===== config.mk =====
export PLATFORM = sky130hd
export DESIGN_NAME = warp_barrier_unit
export DESIGN_NICKNAME = d
export VERILOG_FILES = /design/src/rtl/barrier_pkg.sv /design/src/rtl/barrier_lookup.sv /design/src/rtl/barrier_warp_state.sv /design/src/rtl/warp_barrier_unit.sv
export SDC_FILE = /design/constraint.sdc
export NUM_CORES = 1
export LEC_CHECK = 0
export BUFFER_PORTS_ARGS = -buffer_cell sky130_fd_sc_hd__buf_2
export CAP_MARGIN = 20
export CORE_ASPECT_RATIO = 1.25
export CORE_UTILIZATION = 35
export CTS_CLUSTER_DIAMETER = 120
export DETAILED_ROUTE_END_ITERATION = 6
export PLACE_DENSITY = 0.53
export SLEW_MARGIN = 20
export SYNTH_ARGS = -nofsm -noshare
export SYNTH_HDL_FRONTEND = slang
export SYNTH_SLANG_ARGS = --single-unit

===== constraint.sdc =====
create_clock -name clk -period 7.3 [get_ports clk]
set_input_delay 0.73 -clock clk [delete_from_list [all_inputs] [get_ports clk]]
set_output_delay 0.73 -clock clk [all_outputs]
set_load 0.005 [all_outputs]

===== src/rtl/barrier_pkg.sv =====
// Shared types for the warp barrier unit.
// Assumes nothing beyond IEEE 1800-2017 packages.
package barrier_pkg;

    // Classification of one arrival strobe.
    typedef enum logic [2:0] {
        ARR_IDLE   = 3'd0,  // no strobe
        ARR_JOIN   = 3'd1,  // warp parks at an existing or new entry
        ARR_DONE   = 3'd2,  // arrival completes its group
        ARR_DUP    = 3'd3,  // warp already a member: ignored
        ARR_REJECT = 3'd4   // no entry free: ignored with error
    } arr_kind_e;

endpackage


===== src/rtl/barrier_lookup.sv =====
// Combinational search of the barrier entry table.
// Finds the entry holding the arriving identifier and the lowest free entry.
// Also reports the member count of the matching entry and whether the
// arriving warp is already one of its members.
// Assumes valid entries hold distinct identifiers.
module barrier_lookup #(
    parameter int NUM_WARPS = 8,
    parameter int NUM_SLOTS = 4,
    parameter int ID_W      = 4,
    parameter int SLOT_W    = 2,
    parameter int CNT_W     = 4,
    parameter int WARP_W    = 3
) (
    input  logic [NUM_SLOTS-1:0]                slot_vld,
    input  logic [NUM_SLOTS-1:0][ID_W-1:0]      slot_id,
    input  logic [NUM_SLOTS-1:0][NUM_WARPS-1:0] slot_mem,
    input  logic [ID_W-1:0]                     req_id,
    input  logic [WARP_W-1:0]                   req_warp,
    output logic [NUM_SLOTS-1:0]                hit_vec,
    output logic                                hit,
    output logic [SLOT_W-1:0]                   hit_idx,
    output logic                                free_any,
    output logic [SLOT_W-1:0]                   free_idx,
    output logic [CNT_W-1:0]                    hit_cnt,
    output logic                                hit_member
);

    // Identifier match per entry.
    always_comb begin
        for (int s = 0; s < NUM_SLOTS; s++) begin
            hit_vec[s] = slot_vld[s] && (slot_id[s] == req_id);
        end
    end

    // Encode the match and pick the lowest free entry.
    always_comb begin
        hit      = 1'b0;
        hit_idx  = '0;
        free_any = 1'b0;
        free_idx = '0;
        for (int s = NUM_SLOTS - 1; s >= 0; s--) begin
            if (hit_vec[s]) begin
                hit     = 1'b1;
                hit_idx = SLOT_W'(s);
            end
            if (!slot_vld[s]) begin
                free_any = 1'b1;
                free_idx = SLOT_W'(s);
            end
        end
    end

    // Member count and membership of the matching entry.
    always_comb begin
        hit_cnt    = '0;
        hit_member = 1'b0;
        if (hit) begin
            hit_cnt    = CNT_W'($countones(slot_mem[hit_idx]));
            hit_member = slot_mem[hit_idx][req_warp];
        end
    end

endmodule


===== src/rtl/barrier_warp_state.sv =====
// Per-warp park state: stall flag, saved thread count and resume pulse.
// Assumes park and release never hit the same warp in the same cycle.
module barrier_warp_state #(
    parameter int THR_W = 4
) (
    input  logic             clk,
    input  logic             rst_n,
    input  logic             park_i,
    input  logic             release_i,
    input  logic             load_i,
    input  logic [THR_W-1:0] thr_i,
    output logic             stall_o,
    output logic             resume_o,
    output logic [THR_W-1:0] saved_o
);

    // Stall flag: set on park, cleared on release.
    always_ff @(posedge clk) begin
        if (!rst_n)         stall_o <= 1'b0;
        else if (park_i)    stall_o <= 1'b1;
        else if (release_i) stall_o <= 1'b0;
    end

    // One-cycle resume pulse on release.
    always_ff @(posedge clk) begin
        if (!rst_n) resume_o <= 1'b0;
        else        resume_o <= release_i;
    end

    // Capture the warp's thread count on an accepted arrival.
    always_ff @(posedge clk) begin
        if (!rst_n)      saved_o <= '0;
        else if (load_i) saved_o <= thr_i;
    end

    // a stall only ends through a release.
    assert_stall_ends_by_release_R3: assert property (@(posedge clk) disable iff (!rst_n)
        $fell(stall_o) |-> resume_o);

    // a resumed warp is not stalled.
    assert_resume_not_stalled_R3: assert property (@(posedge clk) disable iff (!rst_n)
        resume_o |-> !stall_o);

    // the saved count is held while parked.
    assert_saved_held_R2: assert property (@(posedge clk) disable iff (!rst_n)
        (stall_o && $past(stall_o)) |-> $stable(saved_o));

    // resume lasts one cycle unless a new release follows.
    assert_resume_pulse_R10: assert property (@(posedge clk) disable iff (!rst_n)
        (resume_o && !release_i) |=> !resume_o);

endmodule


===== src/rtl/warp_barrier_unit.sv =====
// Warp barrier unit: parks arriving warps per barrier identifier and
// releases a group once its distinct member count reaches the expected count.
// Assumes at most one arrival per cycle, that a stalled warp only re-arrives
// at its own identifier, and that arrivals at one identifier share a count.
module warp_barrier_unit
    import barrier_pkg::*;
#(
    parameter int NUM_WARPS = 8,
    parameter int NUM_SLOTS = 4,
    parameter int ID_W      = 4,
    parameter int THR_W     = 4
) (
    input  logic                           clk,
    input  logic                           rst_n,
    input  logic                           arrive_valid,
    input  logic [$clog2(NUM_WARPS)-1:0]   arrive_warp,
    input  logic [ID_W-1:0]                arrive_id,
    input  logic [$clog2(NUM_WARPS+1)-1:0] arrive_need,
    input  logic [THR_W-1:0]               arrive_threads,
    output logic [NUM_WARPS-1:0]           warp_stall,
    output logic [NUM_WARPS-1:0]           warp_resume,
    output logic [NUM_WARPS*THR_W-1:0]     warp_threads,
    output logic                           arrive_error
);

    localparam int WARP_W = $clog2(NUM_WARPS);
    localparam int CNT_W  = $clog2(NUM_WARPS + 1);
    localparam int SLOT_W = (NUM_SLOTS > 1) ? $clog2(NUM_SLOTS) : 1;

    logic [NUM_SLOTS-1:0]                slot_vld;
    logic [NUM_SLOTS-1:0][ID_W-1:0]      slot_id;
    logic [NUM_SLOTS-1:0][NUM_WARPS-1:0] slot_mem;

    logic [NUM_SLOTS-1:0] hit_vec;
    logic                 hit, free_any, hit_member;
    logic [SLOT_W-1:0]    hit_idx, free_idx;
    logic [CNT_W-1:0]     hit_cnt;

    arr_kind_e            kind;
    logic [CNT_W:0]       total;
    logic [NUM_WARPS-1:0] arr_oh, park_mask, rel_mask, load_mask;

    barrier_lookup #(
        .NUM_WARPS(NUM_WARPS), .NUM_SLOTS(NUM_SLOTS), .ID_W(ID_W),
        .SLOT_W(SLOT_W), .CNT_W(CNT_W), .WARP_W(WARP_W)
    ) u_lookup (
        .slot_vld(slot_vld), .slot_id(slot_id), .slot_mem(slot_mem),
        .req_id(arrive_id), .req_warp(arrive_warp),
        .hit_vec(hit_vec), .hit(hit), .hit_idx(hit_idx),
        .free_any(free_any), .free_idx(free_idx),
        .hit_cnt(hit_cnt), .hit_member(hit_member)
    );

    // Classify the arrival and form the per-warp park, release and load masks.
    always_comb begin
        arr_oh = '0;
        if (arrive_valid) arr_oh[arrive_warp] = 1'b1;
        total = {1'b0, hit_cnt} + 1'b1;
        if (!arrive_valid)                      kind = ARR_IDLE;
        else if (hit && hit_member)             kind = ARR_DUP;
        else if (total >= {1'b0, arrive_need})  kind = ARR_DONE;
        else if (hit || free_any)               kind = ARR_JOIN;
        else                                    kind = ARR_REJECT;
        park_mask = (kind == ARR_JOIN) ? arr_oh : '0;
        load_mask = (kind == ARR_JOIN || kind == ARR_DONE) ? arr_oh : '0;
        rel_mask  = '0;
        if (kind == ARR_DONE) rel_mask = arr_oh | (hit ? slot_mem[hit_idx] : '0);
    end

    // Entry table: claim, extend and free entries.
    always_ff @(posedge clk) begin
        if (!rst_n) begin
            slot_vld <= '0;
            slot_id  <= '0;
            slot_mem <= '0;
        end else if (kind == ARR_DONE && hit) begin
            slot_vld[hit_idx] <= 1'b0;
            slot_mem[hit_idx] <= '0;
        end else if (kind == ARR_JOIN && hit) begin
            slot_mem[hit_idx] <= slot_mem[hit_idx] | arr_oh;
        end else if (kind == ARR_JOIN) begin
            slot_vld[free_idx] <= 1'b1;
            slot_id[free_idx]  <= arrive_id;
            slot_mem[free_idx] <= arr_oh;
        end
    end

    // Error pulse for a rejected arrival.
    always_ff @(posedge clk) begin
        if (!rst_n) arrive_error <= 1'b0;
        else        arrive_error <= (kind == ARR_REJECT);
    end

    // One state holder per warp.
    for (genvar w = 0; w < NUM_WARPS; w++) begin : g_warp
        barrier_warp_state #(.THR_W(THR_W)) u_state (
            .clk(clk), .rst_n(rst_n),
            .park_i(park_mask[w]), .release_i(rel_mask[w]),
            .load_i(load_mask[w]), .thr_i(arrive_threads),
            .stall_o(warp_stall[w]), .resume_o(warp_resume[w]),
            .saved_o(warp_threads[w*THR_W +: THR_W])
        );
    end

    // no two open entries share an identifier.
    assert_unique_id_R6: assert property (@(posedge clk) disable iff (!rst_n)
        $onehot0(hit_vec));

    // an error pulse always follows an arrival.
    assert_error_after_arrival_R7: assert property (@(posedge clk) disable iff (!rst_n)
        arrive_error |-> $past(arrive_valid));

    // a rejected arrival leaves stalls unchanged and releases nobody.
    assert_reject_no_effect_R7: assert property (@(posedge clk) disable iff (!rst_n)
        (kind == ARR_REJECT) |=> ($stable(warp_stall) && warp_resume == '0));

    // a repeated arrival leaves stalls unchanged and releases nobody.
    assert_dup_no_effect_R5: assert property (@(posedge clk) disable iff (!rst_n)
        (kind == ARR_DUP) |=> ($stable(warp_stall) && warp_resume == '0));

    // the completing warp is never stalled after its arrival.
    assert_completer_runs_R4: assert property (@(posedge clk) disable iff (!rst_n)
        (kind == ARR_DONE) |=> ((warp_stall & $past(arr_oh)) == '0));

endmodule


==> impl_summary.md <==
STA
For this run, the top clock speed supported by timing is between 100 and 150 MHz. Across all hold checks on the routed design, the worst slack comes to 0.4652 ns. The number of failing hold endpoints at the final stage is 0. Setup repair after global routing left no endpoint under its margin.

The pin slew with the least headroom to its limit is 0.9048 ns. The final critical path time including I/O delays and setup is ~7 ns. The largest clock skew in the final design is between 0.01 and 0.015 ns.

The number of pins exceeding their max-slew limit in the final report is 0. Setup total negative slack on the finished layout was measured at 0 ns. Setup violations remaining at the end of the flow were counted as 0.

In this run the tightest slew margin relative to its limit is 39.57%. The final cycle utilization of the critical path is 93.86%.

Global route
The leftover overflow at the end of global routing is 0. The layer carrying the most global-route usage is met2. In the global route stage, met3 resource usage came out at 3.955%.

The global routing usage summed across all routing layers is 21.67%. The met1 track demand over resource is 25.98%. The number of global-route vias before repair is between 4000 and 5000. Entering global routing, the biggest net connects 35 pins. The number of antenna violations at the first check in global routing is 0. The global-route wire length before repair is 26590 um. The met2 track demand over resource in global routing is 36.13%.

Setup path
The startpoint identified for the worst register-to-register timing path is slot_vld[1]. The critical path goes through buf_2 -> nand2b_1 -> o2111ai_2 -> or3_1 -> a311oi_1 -> or3_1 -> inv_1 -> ha_1 -> fa_1 -> inv_1 -> fa_1 -> inv_1 -> ha_1 -> fa_1 -> nand2_1 -> xnor2_1 -> ha_1 -> a21o_1 -> a21o_1 -> or4_1 -> or2_2 -> a211oi_2 -> o21ai_1 -> o221ai_1. The critical path capture point type is a flop.

The setup check on the worst reg-to-reg path leaves a slack of 0.50 ns. Counting both buffers and inverters, the worst setup path holds a total of 4. For the worst setup path, the data arrival time is 7.14 ns. The worst register-to-register path ends at slot_mem[15]. In this run the worst setup path terminates at slot_mem[15]. The critical path class is in -> reg. Tracing the worst setup path back leads to its startpoint at arrive_id[3]. The worst setup path is launched from a primary input. The data required time of the worst path is ~7.6 ns. The kind of cell adding the most delay to the critical path is adder cells.

Measured in cells, the most critical reg-to-reg path has a length of 22. On the worst path, the slowest cell contributes a delay of 0.65 ns. The total stage count of the critical path is 24.

The critical-path cell with the highest stage delay is or3_1. The maximum fanout encountered on the critical timing path is 13.

Yosys
Yosys printed 0 warnings. The number of instances in the synthesized netlist is 627. The number of different library cells in the post-synthesis netlist is 73.

The synthesized netlist net count is 660. The proportion of register bits with asynchronous set or reset after synthesis is 0%. In this run the mean area of a mapped cell was 8.627 um^2.

The cell area after technology mapping is 5409 um^2. The number of enable flip-flop cells after synthesis is 0. The sequential element share of the synthesized area is 37.38%.

Among all flip-flop cells after synthesis, the most frequent one is dfxtp_1. The flop and latch count out of synthesis is approximately 100.

Place
The weighted congestion reported at the end of routability-driven placement is around 0.90. The HPWL after detailed placement is ~13000 um. In this run the cell area measured after placement is 5907 um^2. The number of input and output port buffers inserted is 66.

Clocking
The number of resized instances in the post-cts repair step is 0. The TritonCTS clock tree is yes. The number of CTS-inserted buffers is 9. The root buffer cell chosen for the clock tree is clkbuf_16. The clock tree synthesis step divided the H-tree into 3 levels.

The number of buffers on the longest clock path is 2. The hold-fix buffer count after cts is 0. The number of sinks handled by clock tree synthesis is about 100. The number of buffers added for setup after CTS is 0. The clock transition time at the flip-flop clock pins of the worst setup and hold paths is 0.08 ns. Clock latency on the worst-skew pair, taken at its later pin, is 0.37 ns.

Layout
The number of antenna diodes in the final layout is 0. The net count of the finished layout is about 710. In the layout the commonest cells are 101 x dfxtp_1, 85 x nor2_1, 66 x buf_2. Fill cells in the final layout number 1564.

Compared with the post-synthesis result, the final layout area differs by 14.97%. The share of layout cells above drive strength 1 is 20.06%. The library cell used most frequently in the layout, excluding fill and tap cells, is dfxtp_1.

The final instance area is 6218 um^2.

Floorplan
In this run the core area contains 50 standard-cell rows. The die extent in y is 141.0 um. The die covers 15960 um^2. The core footprint is 15010 um^2. Pin placement for this block handled 67 I/O pins.

The die is 113.2 um wide. The starting density of the core is 36.03%.

Run
Max-cap violations in this run came to 0.

Power
The analysis attributes to cell leakage a power of 2.820 nW. Power spread over the standard cell area amounts to around 190 nW/um^2. After layout, the design draws a total of 1.191 mW.

The worst-case IR drop observed on VDD is 0.1461 mV.

Route
The average via count per standard cell is 5.677. The detailed router finished its first iteration with 325 violations. Across all layers, the routed design uses 4911 vias. The residual DRC count is 0. The wire length reported by the detailed router is 16630 um. Dividing the detail-routed wire length by the instance count gives 19.22 um. The pre-antenna-repair detailed-routing pass consisted of 7 iterations.

The detail route stage leaves a number of antenna-violating nets equal to 0.

Outcome
The run finished with clean final reports.

Worst hold path
The min-delay analysis places its worst path in the category reg -> reg.
-- worst min-delay path: stages (launching register included) --
cell and delay, ns:
dfxtp_1 0.32, inv_1 0.05, o32ai_1 0.05
-- final cells by class --
| type | count | area (um^2) | area share, % |
|---|---|---|---|
| clock buffers | 9 | 225.2 | 3.622 |
| clock inverters | 7 | 86.33 | 1.388 |
| inverters | 37 | 138.9 | 2.233 |
| multi-input cells | 432 | 2943 | 47.32 |
| flip-flops and latches | 101 | 2022 | 32.52 |
| well taps | 182 | 227.7 | 3.662 |
| repair buffers | 97 | 575.6 | 9.256 |
-- cells by family after synthesis --
logic type               count (synthesis)  share of synthesized area (%)
XOR/XNOR                                12                          1.943
adder cells (fa/ha/maj)                 15                          4.025
flip-flops                             101                          37.38
multiplexers                            38                          7.032
buffers and inverters                   94                          8.304
AND/OR/NAND/NOR                        207                          18.16
AO/OA/AOI/OAI                          160                          23.16
-- routing by layer --
| layer | routed length [um] | vias to the layer above |
|---|---|---|
| li1 | - | 2336 |
| met1 | 6823 | 2309 |
| met2 | 7980 | 216 |
| met3 | 1025 | 50 |
| met4 | 797 | 0 |
| met5 | 0 | - |
-- registers in the layout, indices dropped and copies added (netlist names) --
| register | cells |
|---|---|
| slot_mem | 32 |
| g_warp.u_state.resume_o | 8 |
| g_warp.u_state.stall_o | 8 |
| arrive_error | 1 |
| slot_id | 16 |
| slot_vld | 4 |
| g_warp.u_state.saved_o | 32 |
-- report_power, final --
part / internal (mW) / total (mW) / switching (mW)
sequential: 0.559 / 0.566 / 0.00657
combinational: 0.0412 / 0.119 / 0.0781
clock: 0.248 / 0.506 / 0.258
total: 0.849 / 1.19 / 0.343
-- per-stage QoR --
step / worst slack [ns] / cells / utilization [%]
floorplan: 0.4641 / 627 / -
global placement: 0.2056 / 849 / 39.34
detailed placement: 0.1313 / 849 / 39.34
CTS: 0.5207 / 865 / 41.42
global route: 0.2179 / 865 / 41.42
finish: 0.4479 / 865 / 41.42
-- synthesized netlist by cell type (7+ instances only) --
cell / instances / share of area, %
o221ai_1: 12 / 1.9
buf_4: 17 / 2.4
o21ai_0: 19 / 1.8
or3_1: 14 / 1.6
ha_1: 11 / 2.5
clkbuf_1: 29 / 2.0
inv_1: 35 / 2.4
nand3_1: 12 / 1.1
o211ai_1: 16 / 2.2
xnor2_1: 7 / 1.1
nand2_1: 46 / 3.2
nor3_1: 13 / 1.2
buf_2: 8 / 0.74
nor2_1: 85 / 5.9
a21oi_1: 27 / 2.5
a22o_1: 15 / 2.4
o21ai_1: 7 / 0.65
mux2i_1: 38 / 7.0
dfxtp_1: 101 / 37
-- worst min-delay path by stage --
stage                       startpoint      endpoint  cells past startpoint
final                      slot_mem[1]   slot_mem[1]                      2
after global routing      slot_mem[12]  slot_mem[12]                      2
after CTS                 slot_mem[12]  slot_mem[12]                      2
after detailed placement  slot_mem[12]  slot_mem[12]                      2
after global placement    slot_mem[15]  slot_mem[15]                      2
after floorplan            slot_mem[1]   slot_mem[1]                      2
Note: power is estimated with default switching activity, not from simulation.
